File: config.mk
export PLATFORM = sky130hd
export DESIGN_NAME = flash_cmd_decoder
export DESIGN_NICKNAME = d
export VERILOG_FILES = /design/src/rtl/fcd_pkg.sv /design/src/rtl/fcd_wr_detect.sv /design/src/rtl/fcd_seq_fsm.sv /design/src/rtl/fcd_busy_timer.sv /design/src/rtl/fcd_read_mux.sv /design/src/rtl/flash_cmd_decoder.sv
export SDC_FILE = /design/constraint.sdc
export NUM_CORES = 1
export LEC_CHECK = 0
export BUFFER_PORTS_ARGS = -buffer_cell sky130_fd_sc_hd__buf_2
export CAP_MARGIN = 20
export CORE_AREA = 2 2 88 90
export DETAILED_ROUTE_END_ITERATION = 16
export DIE_AREA = 0 0 90 92
export GPL_TIMING_DRIVEN = 1
export PLACE_DENSITY = 0.67
export RECOVER_POWER = 100
export SLEW_MARGIN = 20
export SYNTH_ARGS = -nofsm -noshare
export SYNTH_HDL_FRONTEND = slang
export SYNTH_HIERARCHICAL = 1
export SYNTH_SLANG_ARGS = --single-unit
File: constraint.sdc
create_clock -name clk -period 2.1 [get_ports clk]
set_input_delay 0.105 -clock clk [delete_from_list [all_inputs] [get_ports clk]]
set_output_delay 0.105 -clock clk [all_outputs]
set_load 0.03 [all_outputs]
File: src/rtl/fcd_pkg.sv
package fcd_pkg;
  typedef enum logic [2:0] {
    ST_IDLE, ST_U1, ST_U2, ST_PARM, ST_ESET, ST_EU1, ST_EU2
  } seq_st_t;

  localparam logic [7:0] CMD_KEY1  = 8'hAA;
  localparam logic [7:0] CMD_KEY2  = 8'h55;
  localparam logic [7:0] CMD_RESET = 8'hF0;
  localparam logic [7:0] CMD_IDENT = 8'h90;
  localparam logic [7:0] CMD_PROG  = 8'hA0;
  localparam logic [7:0] CMD_ESET  = 8'h80;
  localparam logic [7:0] CMD_CHIP  = 8'h10;
  localparam logic [7:0] CMD_SECT  = 8'h30;
endpackage

File: src/rtl/fcd_wr_detect.sv
module fcd_wr_detect (
  input  logic clk,
  input  logic rst_n,
  input  logic ce_n,
  input  logic we_n,
  output logic wr_evt
);
  logic we_q;

  always_ff @(posedge clk or negedge rst_n) begin
    if (!rst_n) we_q <= 1'b1;
    else        we_q <= we_n;
  end

  assign wr_evt = !we_q && we_n && !ce_n;
endmodule

File: src/rtl/fcd_seq_fsm.sv
module fcd_seq_fsm import fcd_pkg::*; #(
  parameter int ADDR_W = 16,
  parameter int SECT_W = 4
) (
  input  logic              clk,
  input  logic              rst_n,
  input  logic              wr_evt,
  input  logic              byte_mode,
  input  logic [ADDR_W-1:0] wr_addr,
  input  logic [7:0]        wr_data,
  input  logic              busy,
  output logic              prog_req,
  output logic [ADDR_W-1:0] prog_addr,
  output logic [7:0]        prog_data,
  output logic              chip_req,
  output logic              sect_req,
  output logic [SECT_W-1:0] sect_addr,
  output logic              id_mode
);
  localparam logic [ADDR_W-1:0] U1_WORD = ADDR_W'(16'h5555);
  localparam logic [ADDR_W-1:0] U2_WORD = ADDR_W'(16'h2AAA);
  localparam logic [ADDR_W-1:0] U1_BYTE = ADDR_W'(16'hAAAA);
  localparam logic [ADDR_W-1:0] U2_BYTE = ADDR_W'(16'h5555);

  seq_st_t st_q, st_d;
  logic    id_d, prog_d, chip_d, sect_d;
  logic    hit_u1, hit_u2;

  assign hit_u1 = wr_addr == (byte_mode ? U1_BYTE : U1_WORD);
  assign hit_u2 = wr_addr == (byte_mode ? U2_BYTE : U2_WORD);

  always_comb begin
    st_d   = st_q;
    id_d   = id_mode;
    prog_d = 1'b0;
    chip_d = 1'b0;
    sect_d = 1'b0;
    if (wr_evt) begin
      st_d = ST_IDLE;
      id_d = 1'b0;
      if (st_q == ST_PARM) begin
        prog_d = !busy;
      end else if (wr_data != CMD_RESET) begin
        case (st_q)
          ST_IDLE, ST_ESET:
            if (hit_u1 && wr_data == CMD_KEY1) begin
              st_d = (st_q == ST_IDLE) ? ST_U1 : ST_EU1;
              id_d = id_mode;
            end
          ST_U1, ST_EU1:
            if (hit_u2 && wr_data == CMD_KEY2) begin
              st_d = (st_q == ST_U1) ? ST_U2 : ST_EU2;
              id_d = id_mode;
            end
          ST_U2:
            if (hit_u1) begin
              if (wr_data == CMD_IDENT) begin
                id_d = 1'b1;
              end else if (wr_data == CMD_PROG) begin
                st_d = ST_PARM;
                id_d = id_mode;
              end else if (wr_data == CMD_ESET) begin
                st_d = ST_ESET;
                id_d = id_mode;
              end
            end
          ST_EU2:
            if (hit_u1 && wr_data == CMD_CHIP) chip_d = !busy;
            else if (wr_data == CMD_SECT)      sect_d = !busy;
          default: ;
        endcase
      end
    end
  end

  always_ff @(posedge clk or negedge rst_n) begin
    if (!rst_n) begin
      st_q     <= ST_IDLE;
      id_mode  <= 1'b0;
      prog_req <= 1'b0;
      chip_req <= 1'b0;
      sect_req <= 1'b0;
    end else begin
      st_q     <= st_d;
      id_mode  <= id_d;
      prog_req <= prog_d;
      chip_req <= chip_d;
      sect_req <= sect_d;
    end
  end

  always_ff @(posedge clk or negedge rst_n) begin
    if (!rst_n) begin
      prog_addr <= '0;
      prog_data <= '0;
      sect_addr <= '0;
    end else begin
      if (prog_d) begin
        prog_addr <= wr_addr;
        prog_data <= wr_data;
      end
      if (sect_d) sect_addr <= wr_addr[ADDR_W-1 -: SECT_W];
    end
  end
endmodule

File: src/rtl/fcd_busy_timer.sv
module fcd_busy_timer #(
  parameter int BUSY_CYCLES = 1000
) (
  input  logic clk,
  input  logic rst_n,
  input  logic start,
  output logic busy,
  output logic toggle
);
  localparam int              CNT_W = $clog2(BUSY_CYCLES + 1);
  localparam logic [CNT_W-1:0] LOAD = CNT_W'(BUSY_CYCLES);

  logic [CNT_W-1:0] cnt_q, cnt_d;
  logic             tog_d;

  assign busy = cnt_q != '0;

  always_comb begin
    cnt_d = cnt_q;
    tog_d = toggle;
    if (start)     cnt_d = LOAD;
    else if (busy) cnt_d = cnt_q - 1'b1;
    if (busy)      tog_d = !toggle;
  end

  always_ff @(posedge clk or negedge rst_n) begin
    if (!rst_n) begin
      cnt_q  <= '0;
      toggle <= 1'b0;
    end else begin
      cnt_q  <= cnt_d;
      toggle <= tog_d;
    end
  end
endmodule

File: src/rtl/fcd_read_mux.sv
module fcd_read_mux #(
  parameter logic [7:0] MANUF_ID  = 8'h40,
  parameter logic [7:0] DEVICE_ID = 8'h13
) (
  input  logic       id_mode,
  input  logic       busy,
  input  logic       toggle,
  input  logic       rd_a0,
  output logic       rd_array,
  output logic [7:0] rd_byte
);
  always_comb begin
    rd_array = !busy && !id_mode;
    if (busy)         rd_byte = {1'b0, toggle, 6'b0};
    else if (id_mode) rd_byte = rd_a0 ? DEVICE_ID : MANUF_ID;
    else              rd_byte = 8'h00;
  end
endmodule

File: src/rtl/flash_cmd_decoder.sv
module flash_cmd_decoder #(
  parameter int         ADDR_W      = 16,
  parameter int         SECT_W      = 4,
  parameter int         BUSY_CYCLES = 1000,
  parameter logic [7:0] MANUF_ID    = 8'h40,
  parameter logic [7:0] DEVICE_ID   = 8'h13
) (
  input  logic              clk,
  input  logic              rst_n,
  input  logic              ce_n,
  input  logic              we_n,
  input  logic              byte_mode,
  input  logic [ADDR_W-1:0] bus_addr,
  input  logic [7:0]        bus_data,
  input  logic              rd_a0,
  output logic              prog_req,
  output logic [ADDR_W-1:0] prog_addr,
  output logic [7:0]        prog_data,
  output logic              chip_erase_req,
  output logic              sector_erase_req,
  output logic [SECT_W-1:0] sector_addr,
  output logic              erase_busy,
  output logic              rd_array,
  output logic [7:0]        rd_byte
);
  logic [1:0] rst_sync;
  logic       rst_int_n, wr_evt, id_mode, toggle;

  always_ff @(posedge clk or negedge rst_n) begin
    if (!rst_n) rst_sync <= 2'b00;
    else        rst_sync <= {rst_sync[0], 1'b1};
  end
  assign rst_int_n = rst_sync[1];

  fcd_wr_detect u_wr (
    .clk(clk), .rst_n(rst_int_n), .ce_n(ce_n), .we_n(we_n), .wr_evt(wr_evt)
  );

  fcd_seq_fsm #(.ADDR_W(ADDR_W), .SECT_W(SECT_W)) u_fsm (
    .clk(clk), .rst_n(rst_int_n), .wr_evt(wr_evt), .byte_mode(byte_mode),
    .wr_addr(bus_addr), .wr_data(bus_data), .busy(erase_busy),
    .prog_req(prog_req), .prog_addr(prog_addr), .prog_data(prog_data),
    .chip_req(chip_erase_req), .sect_req(sector_erase_req),
    .sect_addr(sector_addr), .id_mode(id_mode)
  );

  fcd_busy_timer #(.BUSY_CYCLES(BUSY_CYCLES)) u_tmr (
    .clk(clk), .rst_n(rst_int_n), .start(chip_erase_req || sector_erase_req),
    .busy(erase_busy), .toggle(toggle)
  );

  fcd_read_mux #(.MANUF_ID(MANUF_ID), .DEVICE_ID(DEVICE_ID)) u_rd (
    .id_mode(id_mode), .busy(erase_busy), .toggle(toggle), .rd_a0(rd_a0),
    .rd_array(rd_array), .rd_byte(rd_byte)
  );
endmodule

==> metrics.md <==
| Metric | Value |
|---|---|
| Drt total wl | between 6000 and 7000 µm |
| WP data required | between 2 and 2.5 ns |
| Ratio of total power to cell area | between 500 and 600 nW/µm² |
| Die height | 92 µm |
| Relative slew slack | 0.311 |
| Share of cells above drive strength 1 | 0.371 |
| Core area | about 7400 µm² |
| Yosys warns | 6 |
| Worst slew pin tran | approximately 1.0 ns |
| Syn avg cell area | about 12 µm² |
| Via/cell ratio | around 5 |
| WL/cell | 14.5 µm |
| CTS tree | yes |
| Failing checks | negative setup slack |
| Clock Tree Root | clkbuf_8 |
| Endpoints failing setup | 33 |
| Total negative slack | -3.78 ns |
| RePlAce Congestion | 0.882 |
| CP startpoint kind | flop |
| Sw Ratio | 0.225 |
| Area after DPL | approximately 3100 µm² |
| Fin nets | 345 |
| Worst hold path type | in -> reg |
| Max clock buf depth | 2 |
| TritonRoute pass-1 iters | 4 |
| Chip Width | ~90 µm |
| # rows | 32 |
| Post-route minimum period | 2.27 ns |
| Post-DRT Antenna Nets | 0 |
| Fin Hold WS | around 0.072 ns |
| I/O pin total | 71 |
| Tcrit/Tclk final | 1.08 |
| Cells after Synth | ~220 |
| First-pass GRT wire length | ~9900 µm |
| Commonest non-fill, non-tap cell in the layout | dfrtp_1 |
| DRC Markers | 0 |
| Synth Cell Area | approximately 2500 µm² |
| Full die area | between 8000 and 9000 µm² |
| Critical path endpoint category | flop |
| Max Cap Viol | 0 |
| Leakage | between 1.5 and 2 nW |
| Hold Fails Final Rpt | 0 |
| Starting Density | 0.337 |
| Number of global-route vias before repair | slightly below 2000 |
| Antenna diodes | 0 |
| Cell internal pwr | ~1.4 mW |
| Latest clock arrival within the worst-skew pair | around 0.30 ns |
| Slew Limit Fails | 0 |
| Most frequent cells in the layout | dfrtp_1 (48), clkbuf_1 (36), buf_2 (27) |
| Maximum vdd drop | ~0.44 mV |
| H-tree levels | 2 |
| Reg power frac | 0.536 |
| Initial antenna violation count | 0 |
| Worst-path clk slew | approximately 0.090 ns |
| Final Skew | approximately 0.013 ns |
| Quantity of I/O buffers inserted on ports | between 60 and 70 |
| Crit Path Class | reg -> reg |
| Synth Flop Type | dfrtp_1 |
| Sw power | around 0.41 mW |
| Cts bufs inserted | 5 |
| CP Data Arrival Time | between 2 and 2.5 ns |
| Largest net degree at the start of global routing | 28 |
| Max frequency | between 400 and 500 MHz |
| DP Wirelength | between 4000 and 5000 µm |
| Status | finished with violations |
| Comb pwr share | 0.080 |
| Register area share after synthesis | 0.489 |
| Layout area overhead | 34.7% |
| RSZ-0062 raised after global routing | true |
| Grt ovf | 0 |
| Via count | 2065 |
| Share of flip-flops with an asynchronous set or reset | 1.00 |
| Distinct cells, synth | between 50 and 60 |
| All-Layer GR Usage | 0.146 |
| Cell area after layout | 3380 µm² |
| Min setup slack post-route | -0.167 ns |
| CP max FO | 4 |
| EDFF count, synth | 0 |
| # clock sinks | just under 50 |
| Initial DRC count | approximately 90 |
| Clock power share | 0.384 |
| Flops & latches, synth | around 50 |
routing by layer:
metal	vias up	routed length [µm]	part of all wire	GRT usage
met5	-	0	0	0
met4	0	68	0.011	0.0449
li1	986	-	-	-
met3	6	240	0.040	0.0304
met2	65	3020	0.50	0.244
met1	1008	2730	0.45	0.192
power by group through the flow:
stage	Clock, mW	Sequential (mW)	Combinational [mW]
finish	0.692	0.966	0.144
global route	0.749	0.969	0.157
detailed placement	0	0.986	0.139
floorplan	0	0.996	0.0583
CTS	0.707	0.967	0.145
global placement	0	0.985	0.138
sequential cells by signal, indices dropped and copies added (netlist names):
signal / count
u_fsm/id_mode: 1
u_fsm/prog_req: 1
u_fsm/prog_data: 8
u_fsm/st_q: 3
u_fsm/sect_addr: 4
u_tmr/cnt_q: 10
u_fsm/sect_req: 1
u_tmr/toggle: 1
u_fsm/chip_req: 1
rst_sync: 2
u_fsm/prog_addr: 16
u_wr/we_q: 1
final timing paths:
path | start | to | slack [ns] | depth (start not counted)
min in group asynchronous | rst_n | rst_sync[1]$_DFF_PN0_ | 0.11 | 2
setup reg to reg | u_tmr/cnt_q[0]$_DFFE_PN0P_ | u_fsm/sect_addr[3]$_DFFE_PN0P_ | -0.17 | 8
max in group asynchronous | rst_sync[1]$_DFF_PN0_ | u_fsm/prog_addr[5]$_DFFE_PN0P_ | 0.59 | 1
hold / removal | bus_addr[3] | u_fsm/prog_addr[3]$_DFFE_PN0P_ | 0.07 | 2
setup / recovery | u_tmr/cnt_q[0]$_DFFE_PN0P_ | u_fsm/sect_addr[3]$_DFFE_PN0P_ | -0.17 | 8
hold reg to reg | rst_sync[0]$_DFF_PN0_ | rst_sync[1]$_DFF_PN0_ | 0.36 | 0
cell families (layout without fill, tap and decap cells):
| family | count (synthesis) | in the layout | share of synthesized area |
|---|---|---|---|
| muxes | 29 | 29 | 0.130 |
| DFF | 49 | 49 | 0.489 |
| adders and majority gates | 1 | 1 | 0.00498 |
| AOI/OAI and AO/OA | 33 | 33 | 0.0986 |
| and+or+nand+nor | 78 | 78 | 0.213 |
| buffers and inverters | 20 | 116 | 0.0478 |
| other | 2 | 5 | 0.00299 |
| xor gates and xnor gates | 4 | 4 | 0.0140 |
critical path: stages, from the launching register on:
cell,delay [ns]
dfrtp_1,0.40
inv_2,0.08
ha_4,0.12
or4b_4,0.47
nor3_4,0.19
inv_4,0.08
nor4_4,0.17
nand4_1,0.27
mux2_4,0.37
Yosys cell counts (3+ instances only):
library cell	count	share of area
inv_1	10	0.015
dfrtp_1	48	0.48
nor4_1	3	0.0075
mux2_2	28	0.13
nor2_1	10	0.015
nand4_1	5	0.012
nor2b_1	3	0.0075
buf_6	3	0.013
xnor2_1	3	0.010
nor3b_1	3	0.0090
and3b_1	3	0.010
nor3_1	6	0.012
nand2b_1	3	0.0075
nand2_1	12	0.018
nand3_1	5	0.010
o21ai_1	3	0.0060
and4bb_2	3	0.015
buf_4	6	0.018
o21ai_0	7	0.014
a21oi_1	3	0.0060
final cells by class:
cell class / instances / area [µm²]
Clock buffer: 7 / 86.3
Timing Repair Buffer: 97 / 576
Sequential cell: 49 / 1230
Tap cell: 102 / 128
Multi-Input combinational cell: 150 / 1290
Fill cell: 734 / 4070
Inverter: 11 / 43.8
Clock inverter: 1 / 30.0
stage by stage:
step / instances / setup slack (ns) / util / power (mW)
floorplan: 219 / -0.391 / - / 1.05
finish: 417 / -0.167 / 0.454 / 1.80
detailed placement: 399 / -0.147 / 0.413 / 1.12
CTS: 415 / -0.140 / 0.454 / 1.82
global route: 417 / -0.268 / 0.454 / 1.87
global placement: 399 / -0.0792 / 0.413 / 1.12
repair_timing:
item / CTS / global route
setup endpoints to repair: 34 / 35
hold endpoints to repair: 3 / 0
hold buffers: 2 / 0
resized for setup: 36 / 11
pin swaps: 0 / 2
setup buffers: 4 / 2
cloned: 2 / 0
(Power assumes the default switching activity.)
